[src/rtl/rot_pkg.sv]
package rot_pkg;

  typedef enum logic [1:0] {
    OP_ROL = 2'd0,
    OP_ROR = 2'd1,
    OP_RCL = 2'd2,
    OP_RCR = 2'd3
  } rot_op_e;

  typedef enum logic [1:0] {
    SZ_BYTE = 2'd0,
    SZ_HALF = 2'd1,
    SZ_WORD = 2'd2,
    SZ_WALT = 2'd3
  } rot_size_e;

  localparam int LANES = 3;

endpackage

[src/rtl/rot_lane.sv]
module rot_lane #(
  parameter int N    = 8,
  parameter int MC_W = 5,
  parameter int AW   = 6
) (
  input  logic [N-1:0]       src,
  input  logic               cin,
  input  logic [MC_W-1:0]    mcnt,
  input  rot_pkg::rot_op_e   op,
  output logic [N-1:0]       res,
  output logic               cout,
  output logic               ovf
);
  import rot_pkg::*;

  localparam int RING = N + 1;
  localparam int ITER = (2 ** MC_W) / N + 1;

  logic              thru;
  logic              left;
  logic [AW-1:0]     eff;
  logic [2*RING-1:0] cdbl;
  logic [2*RING-1:0] cshift;
  logic [RING-1:0]   cring;
  logic [2*N-1:0]    pdbl;
  logic [2*N-1:0]    pshift;

  // reduce the masked count modulo the ring length by repeated subtraction
  always_comb begin
    thru = (op == OP_RCL) || (op == OP_RCR);
    left = (op == OP_ROL) || (op == OP_RCL);
    eff  = AW'(mcnt);
    for (int i = 0; i < ITER; i++) begin
      if (thru) begin
        if (eff >= AW'(RING)) eff = eff - AW'(RING);
      end else begin
        if (eff >= AW'(N)) eff = eff - AW'(N);
      end
    end
  end

  // double-length rings make each rotate a single shift
  always_comb begin
    cdbl   = {cin, src, cin, src};
    cshift = left ? (cdbl << eff) : (cdbl >> eff);
    cring  = left ? cshift[2*RING-1:RING] : cshift[RING-1:0];
    pdbl   = {src, src};
    pshift = left ? (pdbl << eff) : (pdbl >> eff);
    if (thru) begin
      res  = cring[N-1:0];
      cout = cring[N];
    end else begin
      res  = left ? pshift[2*N-1:N] : pshift[N-1:0];
      cout = left ? res[0] : res[N-1];
    end
  end

  always_comb begin
    unique case (op)
      OP_ROL, OP_RCL: ovf = cout ^ res[N-1];
      OP_ROR:         ovf = res[N-1] ^ res[N-2];
      default:        ovf = src[N-1] ^ cin;
    endcase
  end

endmodule

[src/rtl/rot_unit.sv]
module rot_unit #(
  parameter int WIDTH  = 32,
  parameter int CNT_W  = 8,
  parameter int MASK_W = 5
) (
  input  logic              clk,
  input  logic              rst,
  input  logic              in_valid,
  input  logic [WIDTH-1:0]  in_data,
  input  logic              in_cf,
  input  logic [CNT_W-1:0]  in_count,
  input  logic [1:0]        in_op,
  input  logic [1:0]        in_size,
  output logic              out_valid,
  output logic [WIDTH-1:0]  out_data,
  output logic              out_cf,
  output logic              out_of,
  output logic              out_cf_we,
  output logic              out_of_we
);
  import rot_pkg::*;

  localparam int AW  = $clog2(WIDTH + 2);
  localparam int LB  = WIDTH / 4;

  rot_op_e              op;
  logic [MASK_W-1:0]    mc;
  logic [WIDTH-1:0]     lane_res [LANES];
  logic [LANES-1:0]     lane_cf;
  logic [LANES-1:0]     lane_of;
  logic [1:0]           sel;

  logic [WIDTH-1:0]     nx_data;
  logic                 nx_cf;
  logic                 nx_of;
  logic                 nx_cf_we;
  logic                 nx_of_we;

  assign op = rot_op_e'(in_op);
  assign mc = in_count[MASK_W-1:0];

  for (genvar g = 0; g < LANES; g++) begin : g_lane
    localparam int N = WIDTH >> (LANES - 1 - g);
    logic [N-1:0] r;
    rot_lane #(.N(N), .MC_W(MASK_W), .AW(AW)) u_lane (
      .src  (in_data[N-1:0]),
      .cin  (in_cf),
      .mcnt (mc),
      .op   (op),
      .res  (r),
      .cout (lane_cf[g]),
      .ovf  (lane_of[g])
    );
    if (N < WIDTH) begin : g_pass
      assign lane_res[g] = {in_data[WIDTH-1:N], r};
    end else begin : g_full
      assign lane_res[g] = r;
    end
  end

  always_comb begin
    unique case (rot_size_e'(in_size))
      SZ_BYTE: sel = 2'd0;
      SZ_HALF: sel = 2'd1;
      default: sel = 2'd2;
    endcase
  end

  always_comb begin
    nx_cf_we = (mc != '0);
    nx_of_we = (mc == MASK_W'(1));
    nx_data  = nx_cf_we ? lane_res[sel] : in_data;
    nx_cf    = nx_cf_we ? lane_cf[sel]  : in_cf;
    nx_of    = nx_of_we ? lane_of[sel]  : 1'b0;
  end

  always_ff @(posedge clk) begin
    if (rst) begin
      out_valid <= 1'b0;
      out_data  <= '0;
      out_cf    <= 1'b0;
      out_of    <= 1'b0;
      out_cf_we <= 1'b0;
      out_of_we <= 1'b0;
    end else begin
      out_valid <= in_valid;
      if (in_valid) begin
        out_data  <= nx_data;
        out_cf    <= nx_cf;
        out_of    <= nx_of;
        out_cf_we <= nx_cf_we;
        out_of_we <= nx_of_we;
      end
    end
  end

  a_r1_reset_clear: assert property (@(posedge clk)
    rst |=> (!out_valid && !out_cf_we && !out_of_we && out_data == '0));

  a_r11_valid_follows: assert property (@(posedge clk) disable iff (rst)
    in_valid |=> out_valid);

  a_r11_idle_holds: assert property (@(posedge clk) disable iff (rst)
    !in_valid |=> (!out_valid && $stable(out_data) && $stable(out_cf)));

  a_r6_zero_count: assert property (@(posedge clk) disable iff (rst)
    (in_valid && in_count[MASK_W-1:0] == '0) |=>
      (out_data == $past(in_data) && out_cf == $past(in_cf) && !out_cf_we && !out_of_we));

  a_r2_high_bits_ignored: assert property (@(posedge clk) disable iff (rst)
    (in_valid && in_count[CNT_W-1:MASK_W] != '0 && in_count[MASK_W-1:0] == '0) |=> !out_cf_we);

  a_r9_no_overflow: assert property (@(posedge clk) disable iff (rst)
    (in_valid && in_count[MASK_W-1:0] != MASK_W'(1)) |=> (!out_of_we && !out_of));

  a_r10_upper_pass: assert property (@(posedge clk) disable iff (rst)
    (in_valid && in_size == 2'd0) |=> out_data[WIDTH-1:LB] == $past(in_data[WIDTH-1:LB]));

  a_r3_rol_carry: assert property (@(posedge clk) disable iff (rst)
    (in_valid && in_op == 2'd0 && in_count[MASK_W-1:0] != '0) |=> out_cf == out_data[0]);

  a_r7_full_ring: assert property (@(posedge clk) disable iff (rst)
    (in_valid && in_op == 2'd2 && in_size == 2'd0 && in_count[MASK_W-1:0] == MASK_W'(9)) |=>
      (out_cf_we && out_cf == $past(in_cf) && out_data == $past(in_data)));

endmodule

[config.mk]
export PLATFORM = sky130hd
export DESIGN_NAME = rot_unit
export DESIGN_NICKNAME = d
export VERILOG_FILES = /design/src/rtl/rot_pkg.sv /design/src/rtl/rot_lane.sv /design/src/rtl/rot_unit.sv
export SDC_FILE = /design/constraint.sdc
export NUM_CORES = 1
export LEC_CHECK = 0
export ABC_AREA = 1
export ABC_CLOCK_PERIOD_IN_PS = 7430
export CORE_MARGIN = 2
export CORE_UTILIZATION = 25
export CTS_CLUSTER_SIZE = 28
export DETAILED_ROUTE_END_ITERATION = 7
export GPL_TIMING_DRIVEN = 0
export SYNTH_ARGS = -nofsm -noshare
export SYNTH_HDL_FRONTEND = slang
export SYNTH_SLANG_ARGS = --single-unit
[constraint.sdc]
create_clock -name clk -period 7.43 [get_ports clk]
set_clock_uncertainty 0.2 [all_clocks]
set_input_delay 1.8575 -clock clk [delete_from_list [all_inputs] [get_ports clk]]
set_output_delay 1.8575 -clock clk [all_outputs]
set_load 0.02 [all_outputs]
Word level (Yosys, flattened, before mapping)
Index checks and enable logic that the tools add are counted.
- bits in registers: 37
- input bits: 48
- output and inout port bits: 37
- word-level logic and storage cells: 143
- add/sub/neg operators: 19
- order comparisons: 21
- equal/unequal tests: 5
- shifts and indexed selects: 12
- multiplexer cells: 64
- bitwise gates (word level): 10
- reductions and logical operators: 6
- operators with widths (cell ; count):
    two-way mux 32 bit ; 6
    two-way mux 6 bit ; 29
    two-way mux 66 bit ; 1
    left shift 66 x 6 -> 66 bit ; 1
    right shift 66 x 6 -> 66 bit ; 1
    binary-select mux 32 bit (select 2 bit) ; 1
    two-way mux 64 bit ; 1
    left shift 64 x 6 -> 64 bit ; 1
    right shift 64 x 6 -> 64 bit ; 1
    >= comparator 6 x 4 -> 1 bit (second input constant) ; 8
    two-way mux 16 bit ; 3
    subtractor 6 x 4 -> 6 bit (second input constant) ; 8
    two-way mux 34 bit ; 1
    left shift 34 x 6 -> 34 bit ; 1
    right shift 34 x 6 -> 34 bit ; 1
    two-way mux 33 bit ; 1
    left shift 32 x 6 -> 32 bit ; 1
    right shift 32 x 6 -> 32 bit ; 1
    >= comparator 6 x 5 -> 1 bit (second input constant) ; 4
    subtractor 6 x 5 -> 6 bit (second input constant) ; 4
    two-way mux 18 bit ; 1
    left shift 18 x 6 -> 18 bit ; 1
    right shift 18 x 6 -> 18 bit ; 1
    two-way mux 17 bit ; 1
    other kinds (27) ; 58

Longest topological paths before layout
- word-level depth: 25
- depth in mapped cells: 59
- mapped depth without buffers: 54

Cells and area by module
Synthesis repeated with hierarchy kept, for this count alone.
- cell total of the unflattened synthesis: 2830
- area total of the unflattened synthesis: 14211.1 µm²
- by module, submodules not included (module ; instances ; cells an instance ; area each (µm²) ; seq. area each (µm²)):
    rot_lane (g_lane[2].u_lane) ; 1 ; 1103 ; 5031.1 ; 0.0
    rot_lane (g_lane[1].u_lane) ; 1 ; 764 ; 3821.2 ; 0.0
    rot_lane (g_lane[0].u_lane) ; 1 ; 612 ; 3126.7 ; 0.0
    rot_unit ; 1 ; 351 ; 2232.1 ; 740.7

Least setup slack after synthesis
OpenSTA, ideal clock, no wires.
- path kind: input port to flip-flop
- start: in in_count[1]
- end: reg out_of
- setup time: 0.067 ns
- arrival: 7.513 ns
- required time: 7.163 ns
- slack: -0.351 ns
- stages on the path: 47
- path buffers: 5
- cell sequence: buf_2 -> inv_1 -> clkbuf_1 -> buf_1 -> clkbuf_1 -> ha_1 -> nand2_2 -> nor2_1 -> nand2_1 -> nand2_2 -> inv_2 -> o21ai_0 -> ha_1 -> nand2_1 -> nor2_1 -> inv_1 -> or2_1 -> a21oi_2 -> (+11 left out) -> o21ai_0 -> mux2i_1 -> or2_1 -> o21ai_1 -> nand2_1 -> o21ai_1 -> nand2_1 -> o211ai_1 -> nand2_1 -> nand2_1 -> nand2_1 -> nand3_1 -> nand2_1 -> o21ai_1 -> nand2_1 -> nand2_1 -> nand2_1 -> a21oi_2
- longest elaborated chain between the ends: 25
- elaborated cells between the ends (all ways): 113
- classes of those cells: 19 x add/sub; 19 x order compare; 1 x eq/ne; 12 x shift; 56 x mux; 6 x bitwise
- RTL lines (item ; RTL line ; source):
    start: declaration ; rot_unit.sv:11 ; input logic [CNT_W-1:0] in_count,
    subtractor 5 x 4 -> 6 bit, or another cell as far along ; rot_lane.sv:37 ; if (eff >= AW'(N)) eff = eff - AW'(N);
    two-way mux 6 bit (on tied branches) ; rot_lane.sv:37, rot_lane.sv:35 ;
    two-way mux 6 bit ; rot_lane.sv:34 ; if (thru) begin
    subtractor 6 x 4 -> 6 bit, or another cell as far along ; rot_lane.sv:37 ;
    two-way mux 6 bit (on tied branches) ; rot_lane.sv:37, rot_lane.sv:35 ;
    two-way mux 6 bit ; rot_lane.sv:34 ;
    subtractor 6 x 4 -> 6 bit, or another cell as far along ; rot_lane.sv:37 ;
    two-way mux 6 bit (on tied branches) ; rot_lane.sv:37, rot_lane.sv:35 ;
    (+9 left out) ; -- ;
    two-way mux 8 bit ; rot_lane.sv:53 ; res = left ? pshift[2*N-1:N] : pshift[N-1:0];
    two-way mux 1 bit ; rot_lane.sv:54 ; cout = left ? res[0] : res[N-1];
    two-way mux 1 bit ; rot_lane.sv:49 ; if (thru) begin
    XOR 1 bit ; rot_lane.sv:60 ; OP_ROL, OP_RCL: ovf = cout ^ res[N-1];
    case mux 1 bit (2 select lines) ; rot_lane.sv:59 ; unique case (op)
    binary-select mux 1 bit (select 2 bit) ; rot_unit.sv:74 ; nx_of = nx_of_we ? lane_of[sel] : 1'b0;
    two-way mux 1 bit (not written as such) ; rot_unit.sv:74 ;
    two-way mux 1 bit (*) ; rot_unit.sv:74 ;
    end signal: assignment ; rot_unit.sv:90 ; out_of <= nx_of;
    end: declaration ; rot_unit.sv:17 ; output logic out_of,
Mark *: on every way between the ends. The rest lies on a longest branch, timed or not. The select of a mux whose other input is x is not followed.
A chain may end at the register's enable or synchronous reset.

Worst setup path in the final report
Same ends and word-level chain as after synthesis.

==> flow_metrics.py <==
metrics = {
    "sta": {
        "rsz_0062_raised_after_global_routing": "yes",
        "timing.max_slew.rel_slack_pct": 5.03,
        "period_needed_ns": 7.30,
        "timing.fmax_ghz": 0.137,
        "worst_pin_slew_ns": 1.42,
        "drv_slew": 0,
        "period_utilization_post_route_pct": 98.2,
        "finalHoldViolCount": 0,
        "setup-violations-final": 0,
    },
    "clock_tree": {
        "clkSinkCount": 37,
        "clk_root_buffer_cell": "sky130_fd_sc_hd__clkbuf_16",
        "clk_pin_slew_ns": 0.06,
        "worstSkewPairLatency_ns": 0.29,
        "cts_made_buffers": 5,
        "h_tree_depth": 2,
        "clock_path_buffers": 2,
        "cts_tree": "yes",
    },
    "synthesis": {
        "synth_area_mm2": 0.0135,
        "post-synth-top-count-cell": "sky130_fd_sc_hd__nand2_1",
        "synth_top_cells_by_area": "sky130_fd_sc_hd__nand2_1 (24%), sky130_fd_sc_hd__o21ai_0 (12%), sky130_fd_sc_hd__a21oi_1 (8.6%)",
        "synth_area_per_cell_um2": 4.96,
        "yosysTopAreaCellShare_pct": 24.5,
        "synth_sequential_area_ratio_pct": 5.49,
        "syn-instance-count": 2719,
        "ys_dominant_reg_cell": "sky130_fd_sc_hd__dfxtp_1",
        "synth-edff-count": 0,
        "synth_nets": 2781,
        "yosys-top-cells-count": "sky130_fd_sc_hd__nand2_1 (880), sky130_fd_sc_hd__o21ai_0 (328), sky130_fd_sc_hd__inv_1 (241), sky130_fd_sc_hd__a21oi_1 (232), sky130_fd_sc_hd__nand3_1 (197)",
        "ys.warnings.count": 0,
        "synth_simple_gate_area_share_pct": 43.1,
        "synth_top_family_by_area": "simple AND/OR/NAND/NOR gates",
        "synth_fa_ha_area_share_pct": 1.30,
        "synth-compound-area-share_pct": 33.8,
        "synth-xor-area-share_pct": 0.936,
        "postSynth.asyncResetShare_pct": 0,
        "mux_contribution_to_synthesized_area_pct": 1.63,
        "synth.largest_area_cell": "sky130_fd_sc_hd__nand2_1",
        "synthDistinctLibCells": 67,
        "ys_ff_latch": 37,
    },
    "global_route": {
        "use_met3_pct": 4.89,
        "grt_busiest_layer": "met2",
        "grt_pass1_vias": 19800,
        "grt_use_total_pct": 31.5,
        "antenna_found_initial": 0,
        "globalRouteOverflowTotal": 0,
        "grt_start_max_net_pins": 19,
        "globalRouteMet2Util_pct": 49.0,
        "grt.met1_usage_pct": 39.8,
        "grt_pass1_wl_um": 132000,
    },
    "worst_setup_path": {
        "worstPathMaxFanout": 8,
        "worst_path_max_delay_cell": "sky130_fd_sc_hd__or2_1",
        "critical_path_required_ns": 7.46,
        "worst_path_most_repeated_cell": "sky130_fd_sc_hd__nand2_2",
        "timing.setup.critical_path_class": "in -> reg",
        "setup.worst_path.start_class": "input port",
        "arrival_ns": 7.32,
        "cp_slowest_stage_delay_ns": 0.27,
        "worst_setup_path_end_kind": "flip-flop",
        "worst_path_dominant_cell_family": "simple AND/OR/NAND/NOR gates",
        "critPathBufInv": 9,
    },
    "finish": {
        "area_growth_pct": 33.1,
        "utilization_pct": 33.5,
        "nets": 2975,
        "num_antenna_cells": 0,
        "final_layout_size_suffix_gt1_share_pct": 19.6,
        "instances_no_fill": 3610,
    },
    "detailed_routing": {
        "detail_route.first_pass.iterations": 6,
        "drc": 0,
        "detail_route.iter0.violations": 2823,
        "via_per_inst": 5.89,
        "detail_route.wirelength_um": 92500,
        "detail-route-antenna-nets": 0,
        "wl_per_cell_um": 25.6,
        "route.vias.total": 21300,
    },
    "power": {
        "ir_worst_vdd_mv": 0.0765,
        "power_switching_uw": 2410,
        "total_power_uw": 3910,
        "power.share.clock_pct": 7.4,
        "power_frac_seq_pct": 5.7,
        "p_comb_share_pct": 86.9,
        "power_density_of_the_placed_cells_mw_per_mm2": 218,
        "power.share.switching_pct": 61.5,
        "intPower_uw": 1510,
        "cellLeakagePower_uw": 0.00800,
    },
    "floorplanning": {
        "boundaryPins": 85,
        "coreArea_mm2": 0.0536,
        "floorplan.initialDensity_pct": 25.2,
        "die_boundary_height_um": 236,
        "die-area_mm2": 0.0559,
        "placement_rows": 85,
        "floorplan.die.width_um": 236,
    },
    "run": {
        "timing.max_cap.violations": 0,
    },
    "hold_path": {
        "worstHoldPathType": "reg -> reg",
    },
    "placement": {
        "place_inst": 3489,
        "final_replace_weighted_congestion": 1.08,
        "dpl.hpwl_um": 71900,
        "port-buffer-count": 74,
    },
    "status": {
        "run_status": "finished clean",
    },
}
final timing paths:
check / start / endpoint / slack (ns) / cells after the start
worst min-delay path: out_data[12]$_SDFFE_PP0P_ / out_data[12]$_SDFFE_PP0P_ / 0.26 / 2
worst max-delay path: in_count[1] / out_of$_SDFFE_PP0P_ / 0.13 / 46
worst max register to register: out_data[0]$_SDFFE_PP0P_ / out_data[0]$_SDFFE_PP0P_ / 6.54 / 2
worst min register to register: out_data[12]$_SDFFE_PP0P_ / out_data[12]$_SDFFE_PP0P_ / 0.26 / 2
tightest hold or removal path: stages, from the launching register on:
cell	delay, ns
sky130_fd_sc_hd__dfxtp_1	0.31
sky130_fd_sc_hd__nand2_1	0.06
sky130_fd_sc_hd__a21oi_1	0.05
registers in the layout, indices dropped and copies added (netlist names):
signal and flops:
out_cf_we 1, out_of 1, out_of_we 1, out_cf 1, out_data 32, out_valid 1
power groups by stage:
| stage | Combinational [uW] | Sequential [uW] | Clock (uW) |
|---|---|---|---|
| floorplan | 1740 | 248 | 0 |
| global placement | 2730 | 229 | 0 |
| detailed placement | 2670 | 229 | 0 |
| CTS | 2960 | 225 | 295 |
| global route | 3580 | 226 | 304 |
| finish | 3400 | 224 | 290 |
stage by stage:
step                instance area, um^2  setup TNS [ns]  setup WS (ns)  hold WS (ns)
detailed placement                15100          -41.18          -2.75         0.255
floorplan                         13500               0         0.0574         0.345
global route                      18000           -1.43         -0.149         0.286
global placement                  15100          -43.09          -2.84         0.254
CTS                               16700               0         0.0109         0.265
finish                            18000               0          0.134         0.262
logic make-up (layout without fill, tap and decap cells):
family,count (synthesis),after routing
adder cells (fa/ha/maj),14,14
multiplexers,22,22
flip-flops,37,37
buffers and inverters,459,654
XOR/XNOR,11,11
AO/OA/AOI/OAI,816,816
AND/OR/NAND/NOR,1360,1360
per-layer routing:
metal	vias up	share of wire [%]
met2	1565	43
met1	9813	38
li1	9533	-
met5	-	0
met4	0	8.2
met3	364	11
repair_timing:
action	CTS	global route
gates resized for setup	299	251
hold buffers	0	0
pin swaps	55	115
buffers inserted	52	65
cloned	1	3
endpoints found under the hold margin	0	0
setup endpoints to repair	18	18
final cells by class:
| class | count | area [um^2] |
|---|---|---|
| clock inverter | 3 | 68.8 |
| clock buffer | 5 | 125 |
| buffer | 174 | 1090 |
| inverter | 277 | 1100 |
| sequential | 37 | 741 |
| fill | 6180 | 35600 |
| multi-input combinational | 2223 | 12200 |
| tap | 696 | 871 |
| timing repair buffer | 195 | 1730 |
cells in the final DEF (no fill, tap or decap), drive strengths merged, types with 14 or more instances in the layout:
cell type      Yosys  final
a21oi            235    235
a31oi             17     17
buf               74    195
clkbuf           108    109
clkdlybuf4s50      0     70
dfxtp             37     37
ha                14     14
inv              271    270
mux2i             22     22
nand2            916    916
nand3            206    206
nand4             26     26
nor2             156    156
nor3              16     16
o2111ai           20     20
o211ai            26     26
o21ai            426    426
o221ai            16     16
o22ai             17     17
or2               28     28
Power figures use the tool's default switching activity.
